`src/rtl/altbyte_pkg.sv`:
```
package altbyte_pkg;
  localparam logic [15:0] OPC_MASK  = 16'hF138;
  localparam logic [15:0] OPC_MATCH = 16'h0108;
  localparam int          IDX_W     = 3;

  typedef enum logic [2:0] {
    ST_IDLE,
    ST_FETCH,
    ST_MOVE,
    ST_WB,
    ST_FIN
  } seq_state_t;

  typedef struct packed {
    logic [IDX_W-1:0] dsel;
    logic [IDX_W-1:0] asel;
    logic             is_long;
    logic             to_mem;
  } op_fields_t;
endpackage

```
`src/rtl/altbyte_decode.sv`:
```
module altbyte_decode
  import altbyte_pkg::*;
(
  input  logic [15:0] op_i,
  output logic        hit_o,
  output op_fields_t  fld_o
);
  always_comb begin
    hit_o         = (op_i & OPC_MASK) == OPC_MATCH;
    fld_o.dsel    = op_i[11:9];
    fld_o.asel    = op_i[2:0];
    fld_o.is_long = op_i[6];
    fld_o.to_mem  = op_i[7];
  end
endmodule

```
`src/rtl/altbyte_step.sv`:
```
module altbyte_step #(
  parameter int ADDR_W = 32,
  parameter int DISP_W = 16,
  parameter int CNT_W  = 2,
  parameter int STRIDE = 2
) (
  input  logic              clk,
  input  logic              rst_n,
  input  logic              load_en,
  input  logic              step_en,
  input  logic [ADDR_W-1:0] base_i,
  input  logic [DISP_W-1:0] disp_i,
  input  logic [CNT_W-1:0]  cnt_init_i,
  output logic [ADDR_W-1:0] addr_o,
  output logic [CNT_W-1:0]  cnt_o,
  output logic              last_o
);
  localparam int EXT_W = ADDR_W - DISP_W;

  logic [ADDR_W-1:0] addr_q, addr_n;
  logic [CNT_W-1:0]  cnt_q, cnt_n;

  always_comb begin
    addr_n = addr_q;
    cnt_n  = cnt_q;
    if (load_en) begin
      addr_n = base_i + {{EXT_W{disp_i[DISP_W-1]}}, disp_i};
      cnt_n  = cnt_init_i;
    end else if (step_en) begin
      addr_n = addr_q + ADDR_W'(STRIDE);
      cnt_n  = cnt_q - 1'b1;
    end
  end

  always_ff @(posedge clk or negedge rst_n) begin
    if (!rst_n) begin
      addr_q <= '0;
      cnt_q  <= '0;
    end else if (load_en || step_en) begin
      addr_q <= addr_n;
      cnt_q  <= cnt_n;
    end
  end

  assign addr_o = addr_q;
  assign cnt_o  = cnt_q;
  assign last_o = (cnt_q == '0);
endmodule

```
`src/rtl/altbyte_lane.sv`:
```
module altbyte_lane #(
  parameter int NBYTES = 4,
  parameter int CNT_W  = 2
) (
  input  logic [8*NBYTES-1:0] word_i,
  input  logic [CNT_W-1:0]    idx_i,
  input  logic [7:0]          byte_i,
  output logic [7:0]          byte_o,
  output logic [8*NBYTES-1:0] word_o
);
  for (genvar g = 0; g < NBYTES; g++) begin : g_lane
    assign word_o[8*g +: 8] = (idx_i == CNT_W'(g)) ? byte_i : word_i[8*g +: 8];
  end

  always_comb begin
    byte_o = '0;
    for (int k = 0; k < NBYTES; k++) begin
      if (idx_i == CNT_W'(k)) byte_o = word_i[8*k +: 8];
    end
  end
endmodule

```
`src/rtl/altbyte_xfer.sv`:
```
module altbyte_xfer
  import altbyte_pkg::*;
#(
  parameter int ADDR_W = 32,
  parameter int DATA_W = 32,
  parameter int DISP_W = 16,
  parameter int STRIDE = 2
) (
  input  logic              clk,
  input  logic              rst_n,
  input  logic              start,
  input  logic [15:0]       opcode,
  input  logic [DISP_W-1:0] disp,
  output logic              busy,
  output logic              done,
  output logic              unsupported,
  output logic [IDX_W-1:0]  rf_dsel,
  output logic [IDX_W-1:0]  rf_asel,
  input  logic [DATA_W-1:0] rf_dval,
  input  logic [ADDR_W-1:0] rf_aval,
  output logic              rf_we,
  output logic [IDX_W-1:0]  rf_widx,
  output logic [DATA_W-1:0] rf_wdata,
  output logic              mem_req,
  output logic              mem_we,
  output logic [ADDR_W-1:0] mem_addr,
  output logic [7:0]        mem_wdata,
  input  logic [7:0]        mem_rdata,
  input  logic              mem_ack
);
  localparam int NBYTES    = DATA_W / 8;
  localparam int CNT_W     = $clog2(NBYTES);
  localparam int LONG_LAST = NBYTES - 1;
  localparam int WORD_LAST = NBYTES / 2 - 1;

  seq_state_t        st_q, st_n;
  op_fields_t        fld_q, fld_dec;
  logic              hit;
  logic [DISP_W-1:0] disp_q;
  logic [DATA_W-1:0] data_q, data_n;
  logic              data_en;
  logic              unsup_n, unsup_q;
  logic              latch_en, load_en, step_en, last;
  logic [CNT_W-1:0]  cnt;
  logic [CNT_W-1:0]  cnt_init;
  logic [7:0]        sel_byte;
  logic [DATA_W-1:0] merged;
  logic              beat;

  altbyte_decode u_dec (
    .op_i  (opcode),
    .hit_o (hit),
    .fld_o (fld_dec)
  );

  assign cnt_init = fld_q.is_long ? CNT_W'(LONG_LAST) : CNT_W'(WORD_LAST);

  altbyte_step #(
    .ADDR_W (ADDR_W),
    .DISP_W (DISP_W),
    .CNT_W  (CNT_W),
    .STRIDE (STRIDE)
  ) u_step (
    .clk        (clk),
    .rst_n      (rst_n),
    .load_en    (load_en),
    .step_en    (step_en),
    .base_i     (rf_aval),
    .disp_i     (disp_q),
    .cnt_init_i (cnt_init),
    .addr_o     (mem_addr),
    .cnt_o      (cnt),
    .last_o     (last)
  );

  altbyte_lane #(
    .NBYTES (NBYTES),
    .CNT_W  (CNT_W)
  ) u_lane (
    .word_i (data_q),
    .idx_i  (cnt),
    .byte_i (mem_rdata),
    .byte_o (sel_byte),
    .word_o (merged)
  );

  assign beat = (st_q == ST_MOVE) && mem_ack;

  always_comb begin
    st_n     = st_q;
    unsup_n  = 1'b0;
    latch_en = 1'b0;
    load_en  = 1'b0;
    step_en  = 1'b0;
    data_en  = 1'b0;
    data_n   = data_q;
    unique case (st_q)
      ST_IDLE: begin
        if (start) begin
          if (hit) begin
            latch_en = 1'b1;
            st_n     = ST_FETCH;
          end else begin
            unsup_n = 1'b1;
          end
        end
      end
      ST_FETCH: begin
        load_en = 1'b1;
        data_en = 1'b1;
        data_n  = rf_dval;
        st_n    = ST_MOVE;
      end
      ST_MOVE: begin
        if (mem_ack) begin
          if (!fld_q.to_mem) begin
            data_en = 1'b1;
            data_n  = merged;
          end
          if (last) st_n = fld_q.to_mem ? ST_FIN : ST_WB;
          else      step_en = 1'b1;
        end
      end
      ST_WB:   st_n = ST_FIN;
      ST_FIN:  st_n = ST_IDLE;
      default: st_n = ST_IDLE;
    endcase
  end

  always_ff @(posedge clk or negedge rst_n) begin
    if (!rst_n) begin
      st_q    <= ST_IDLE;
      unsup_q <= 1'b0;
    end else begin
      st_q    <= st_n;
      unsup_q <= unsup_n;
    end
  end

  always_ff @(posedge clk or negedge rst_n) begin
    if (!rst_n) begin
      fld_q  <= '0;
      disp_q <= '0;
    end else if (latch_en) begin
      fld_q  <= fld_dec;
      disp_q <= disp;
    end
  end

  always_ff @(posedge clk or negedge rst_n) begin
    if (!rst_n)       data_q <= '0;
    else if (data_en) data_q <= data_n;
  end

  assign busy        = (st_q != ST_IDLE);
  assign done        = (st_q == ST_FIN);
  assign unsupported = unsup_q;
  assign rf_dsel     = fld_q.dsel;
  assign rf_asel     = fld_q.asel;
  assign rf_we       = (st_q == ST_WB);
  assign rf_widx     = fld_q.dsel;
  assign rf_wdata    = data_q;
  assign mem_req     = (st_q == ST_MOVE);
  assign mem_we      = fld_q.to_mem;
  assign mem_wdata   = sel_byte;

  // bus fields held until acknowledged
  a_r8_hold_until_ack: assert property (@(posedge clk) disable iff (!rst_n)
    mem_req && !mem_ack |=> mem_req && $stable(mem_addr) && $stable(mem_we) && $stable(mem_wdata));

  // next access two bytes higher
  a_r7_stride: assert property (@(posedge clk) disable iff (!rst_n)
    beat && !last |=> mem_req && (mem_addr == $past(mem_addr) + ADDR_W'(STRIDE)));

  // completion is a single-cycle pulse
  a_r10_done_pulse: assert property (@(posedge clk) disable iff (!rst_n)
    done |=> !done);

  // write-back is followed by completion
  a_r9_wb_then_done: assert property (@(posedge clk) disable iff (!rst_n)
    rf_we |=> done && !rf_we);

  // rejection leaves the block idle
  a_r1_reject_idle: assert property (@(posedge clk) disable iff (!rst_n)
    unsupported |-> !busy && !mem_req);

  // store never writes the register file
  a_r5_store_no_wb: assert property (@(posedge clk) disable iff (!rst_n)
    beat && last && mem_we |=> done && !rf_we);

  a_r10_exclusive: assert property (@(posedge clk) disable iff (!rst_n)
    $onehot0({mem_req, rf_we, done}));
endmodule

```
`config.mk`:
```
export PLATFORM = sky130hd
export DESIGN_NAME = altbyte_xfer
export DESIGN_NICKNAME = d
export VERILOG_FILES = /design/src/rtl/altbyte_pkg.sv /design/src/rtl/altbyte_decode.sv /design/src/rtl/altbyte_step.sv /design/src/rtl/altbyte_lane.sv /design/src/rtl/altbyte_xfer.sv
export SDC_FILE = /design/constraint.sdc
export NUM_CORES = 1
export LEC_CHECK = 0
export ABC_AREA = 0
export BUFFER_PORTS_ARGS = -buffer_cell sky130_fd_sc_hd__buf_2
export CAP_MARGIN = 5
export CORE_ASPECT_RATIO = 1.2
export CORE_MARGIN = 2
export CORE_UTILIZATION = 47
export CTS_CLUSTER_SIZE = 20
export DETAILED_ROUTE_END_ITERATION = 16
export PLACE_DENSITY = 0.88
export SKIP_CTS_REPAIR_TIMING = 1
export SLEW_MARGIN = 30
export SYNTH_ARGS = -nofsm -noshare
export SYNTH_HDL_FRONTEND = slang
export SYNTH_SLANG_ARGS = --single-unit
```
`constraint.sdc`:
```
create_clock -name clk -period 2.5 [get_ports clk]
set_input_delay 0.125 -clock clk [delete_from_list [all_inputs] [get_ports clk]]
set_output_delay 0.125 -clock clk [all_outputs]
set_load 0.1 [all_outputs]
```
== After elaboration in Yosys (flattened, before gate mapping) ==
Index checks and enable logic that the tools add are counted.
Storage, ports and cells
  RAM bits: 0
  logic and storage cells: 79
  output and inout port bits: 87
  latch bits: 0
  memories: 0
  flip-flop bits (word level): 94
  ROM bits: 0
Operators by class
  bitwise operators: 0
  equality and inequality tests: 16
  div/mod/pow operators: 0
  add/sub/neg operators: 3
  shifts and indexed selects: 0
  multiply operators: 0
  reduce and logical (&&, ||, !) cells: 12
  muxes and demuxes: 35
  $lt $le $gt $ge: 0
Operators with widths (number)
  2-to-1 mux 32 bit: 4
  2-to-1 mux 8 bit: 8
  case mux 32 bit (2 select lines): 1
  adder 32 x 2 -> 32 bit, second input constant: 1
  adder 32 bit: 1
  AND reduction 5 bit: 4
  2-to-1 mux 3 bit: 5
  2-to-1 mux 1 bit: 12
  case mux 3 bit (4 select lines): 1
  != test 2 x 1 -> 1 bit, second input constant: 5
  == test 8 x 4 -> 1 bit, second input constant: 1
  == test 3 x 2 -> 1 bit, second input constant: 2
  2-to-1 mux 2 bit: 3
  != test 2 bit, second input constant: 3
  == test 2 bit, second input constant: 2
  AND reduction 4 bit: 1
  nonzero test 2 bit: 2
  == test 3 x 1 -> 1 bit, second input constant: 1
  == test 3 bit, second input constant: 1
  zero test 3 bit: 1
  nonzero test 3 bit: 1
  == test 2 x 1 -> 1 bit, second input constant: 1
  zero test 2 bit: 1
  case mux 1 bit (2 select lines): 1
  other kinds (3): 3

== Depth between registers and ports, before layout ==
  word-level depth: 6
  mapped depth: 10

== Hierarchy ==
From an unflattened synthesis, not the netlist that was laid out.
Second synthesis, totals
  cells, all modules: 675
  area total of the unflattened synthesis: 7224.4 µm²
Modules (own cells, without submodules)
  altbyte_step: times used 1, cells an instance 433, area an instance 3597.2 µm²
  altbyte_xfer: times used 1, cells an instance 183, area an instance 2886.5 µm²
  altbyte_lane: times used 1, cells an instance 48, area an instance 651.9 µm²
  altbyte_decode: times used 1, cells an instance 11, area an instance 88.8 µm²

== Worst setup path before layout ==
Ideal clock, no wire load.
  kind: reg-to-output
  from: register u_step.cnt_q[0], in the netlist u_step.cnt_o[0]
  to: output port mem_wdata[0]
  arrival time: 3.476 ns
  cell stages (with the launch flop): 9
  path slack: -1.101 ns
  buffers on the path: 1
  path through: dfrtp_1 > inv_1 > ha_1 > nor2b_1 > clkbuf_1 > a22oi_1 > nor2_1 > a21oi_1 > o21ai_0
Between the ends
  longest elaborated chain between the ends: 5
  elaborated cells on any way between the ends: 8
  classes of those cells: eq/ne: 3; mux: 4; reduce/logical: 1
RTL lines
  from (decl): RTL line altbyte_step.sv:21  | logic [CNT_W-1:0] cnt_q, cnt_n;
  from (signal assigned): RTL line altbyte_step.sv:41  | cnt_q <= cnt_n;
  zero test 2 bit: RTL line altbyte_lane.sv:18  | if (idx_i == CNT_W'(k)) byte_o = word_i[8*k +: 8];
  2-to-1 mux 8 bit (3 in series): RTL line altbyte_lane.sv:18
  2-to-1 mux 8 bit *: RTL line altbyte_lane.sv:18
  to (decl): RTL line altbyte_xfer.sv:27  | output logic [7:0] mem_wdata,
Mark *: on every way between the ends. The rest lies on a longest branch, timed or not.

== Final worst setup path ==
  from: register disp_q[1]
  to: register u_step.addr_q[31], in the netlist u_step.addr_o[31]
Between the ends
  longest elaborated chain between the ends: 2
RTL lines
  from (decl): RTL line altbyte_xfer.sv:39  | logic [DISP_W-1:0] disp_q;
  from (signal assigned): RTL line altbyte_xfer.sv:146  | disp_q <= disp;
  adder 32 bit: RTL line altbyte_step.sv:27  | addr_n = base_i + {{EXT_W{disp_i[DISP_W-1]}}, disp_i};
  2-to-1 mux 32 bit: RTL line altbyte_step.sv:26  | if (load_en) begin
  to (signal assigned): RTL line altbyte_step.sv:40  | addr_q <= addr_n;
  to (decl): RTL line altbyte_step.sv:20  | logic [ADDR_W-1:0] addr_q, addr_n;
Every way passes these cells.
A chain may end at the register's enable or synchronous reset.

==> flow_summary_export.csv <==
group,metric,value,unit
flow_run,drv_cap,0,
sta,min_period_over_period,106.1,%
grt,globalRouteOverflowTotal,0,
floorplanning,die_area,0.01450,sq mm
outcome,status,"finished with violations",
clocking,insertion_delay,340,ps
layout,final_common_cell,"buf_2",
placement,finalWeightedCongestion,0.9021,
critical_path,slowest_delay,500,ps
synthesis,syn-cell-area,0.006369,sq mm
synthesis,synth_ff_type,"dfrtp_1",
critical_path,critPathTopFamily,"compound AO/OA/AOI/OAI gates",
synthesis,avgSynthCellArea,8.700,sq um
sta,worstMarginPinSlew,759.7,ps
synthesis,synth_cell_types,68,
clocking,clockBufferDepth,2,
layout,drive_gt1_share,35.66,%
critical_path,crit_type,"flop to flop",
floorplanning,core,0.01324,sq mm
critical_path,worstPathCellList,"ha_1 -> a21o_1 -> nand4_1 -> a2111oi_4 -> o31ai_4 -> a21oi_2 -> a41oi_2 -> nor4_1 -> and3b_1",
drt,vias_per_cell,5.808,
sta,fmax,377.0,MHz
clocking,htree_num_levels,3,
critical_path,worst-path-buf-inv,0,
layout,fillCellCount,1079,
synthesis,synth_seq_area_share,36.94,%
synthesis,ys_seq_elements,94,
sta,drv_slew,0,
clocking,cts.sinks,94,
critical_path,path_max_fanout,3,
sta,worst_slack,-152.7,ps
clocking,cts_buffers,9,
layout,nets,1099,
drt,ant_nets,0,
clocking,clkTransAtPathRegs,70,ps
synthesis,ys_warn_count,0,
synthesis,synthCells,732,
floorplanning,initial_core_util,48.11,%
sta,hold_viol_final,0,
outcome,violations,"setup timing",
critical_path,cp.required,2730,ps
floorplanning,num_rows,46,
layout,final_area,0.008397,sq mm
drt,vias,6546,
synthesis,synth_edf_count,0,
floorplanning,io_pins,195,
floorplanning,die_h,131.5,um
grt,grt_max_degree,56,
synthesis,synthArstFlopShare,100.0,%
grt,first_global_vias,6276,
drt,post_drt_wl_per_cell,17.55,um
grt,grt_usage,26.83,%
grt,grt_pass1_wl,30.75,mm
sta,skew,7.456,ps
drt,routed_wl,19.78,mm
layout,layout_common_cells,"buf_2, a21oi_1, dfrtp_1",
layout,diodes,0,
layout,seqCellArea,0.002362,sq mm
clocking,cts_tree,"yes",
placement,port_buffers,194,
sta,min_period,2653,ps
sta,finalSetupViolCount,4,
critical_path,worstPathArrival,2880,ps
drt,drt_pass1_iterations,7,
drt,first_iter_violations,662,
layout,multiInputGateArea,0.004036,sq mm
placement,hpwl,14.84,mm
floorplanning,die_width,110.3,um
layout,area_growth,31.85,%
sta,relSlewSlack,49.35,%
critical_path,start_kind,"flop",
sta,rsz0062_at_grt,"true",
placement,placed_cell_area,0.007884,sq mm
critical_path,cp-end-kind,"flop",
layout,final_core_util,63.43,%
synthesis,syn-num-nets,877,
grt,antenna_found_initial,0,
critical_path,cp_slowest_cell,"a2111oi_4",
worst_hold_path,hold_path.class,"input port to flop",
clocking,cts-root-buf,"clkbuf_16",
drt,drt_drc_violations_left,0,
## registers in the layout (all words and copies together), names as in the netlist
signal,cells
mem_we,1
disp_q,16
u_step.cnt_o,2
unsupported,1
u_step.addr_o,32
rf_dsel,3
rf_wdata,32
st_q,3
rf_asel,3
fld_q,1
## area by class of cell
class	instances	share of cell area [%]
clock inverter	5	0.4321
inverter	12	0.5364
tap	168	2.503
multi-input combinational	591	48.07
timing repair buffer	246	17.55
clock buffer	11	2.772
sequential	94	28.13
## kinds of logic (layout without fill, tap and decap cells)
| kind of cell | Yosys count | count (layout) | share of synthesized area [%] |
|---|---|---|---|
| xor+xnor | 51 | 51 | 7.014 |
| compound gates | 232 | 232 | 22.12 |
| mux | 27 | 27 | 4.715 |
| simple gates | 244 | 244 | 18.64 |
| fa+ha+maj | 37 | 37 | 7.387 |
| buf+inv | 47 | 274 | 3.183 |
| flops | 94 | 94 | 36.94 |
## cells in the mapped netlist, drive strengths merged, types with 3 or more instances
master   count  area share [%]
and3         9            0.88
ha          36             7.1
dfrtp       94              37
a21oi      112             8.9
clkbuf      27             1.6
inv         12            0.71
o21bai       4            0.47
xnor2       26             3.6
nand2       63             3.7
a2111oi      3            0.71
buf          8            0.88
a21o        17             2.0
o211ai       3            0.35
mux2        24             4.2
o21a         6            0.71
a22oi        8            0.94
nor2        76             4.5
a31oi        4            0.39
a211oi       4            0.47
nor3        22             2.0
mux2i        3            0.47
o31ai        3            0.57
xor2        25             3.4
and2        11             1.1
nand3       25             2.0
nor2b        6            0.59
o21ai       48             3.8
nand4       12             1.2
nor4         3            0.29
nand2b       3            0.29
## metrics by stage
step / worst slack, ps / TNS (ps) / std cells / hold slack [ps]
after floorplan: -346.8 / -346.8 / 732 / -170.6
after global placement: -139.3 / -333.7 / 1103 / 220.4
after detailed placement: -157.9 / -716.4 / 1103 / 238.4
after CTS: -201.5 / -971.4 / 1119 / -136.9
after global routing: -250.7 / -902.6 / 1127 / 1.407
final: -152.7 / -256.6 / 1127 / 14.13
## path summary, 6_finish.rpt
| check | slack, ps | to | cells past startpoint | startpoint |
|---|---|---|---|---|
| min | 10 | disp_q[8] | 2 | disp[8] |
| min reg2reg | 500 | rf_asel[1] | 1 | rf_asel[1] |
| min in group asynchronous | 380 | disp_q[7] | 2 | rst_n |
| max in group asynchronous | 1360 | rf_asel[0] | 3 | rst_n |
| max | -150 | u_step.addr_o[31] | 9 | disp_q[1] |
| max reg2reg | -150 | u_step.addr_o[31] | 9 | disp_q[1] |
## metal layers
metal  GRT usage, %  part of all wire (%)
met4          8.472                   2.4
met5              0                     0
met2          47.07                    52
met1          32.48                    38
met3          5.159                   7.3
Power is left out: the tool's default activity adds up to more than one toggle a clock period on the data nets, which glitch-free logic cannot reach.
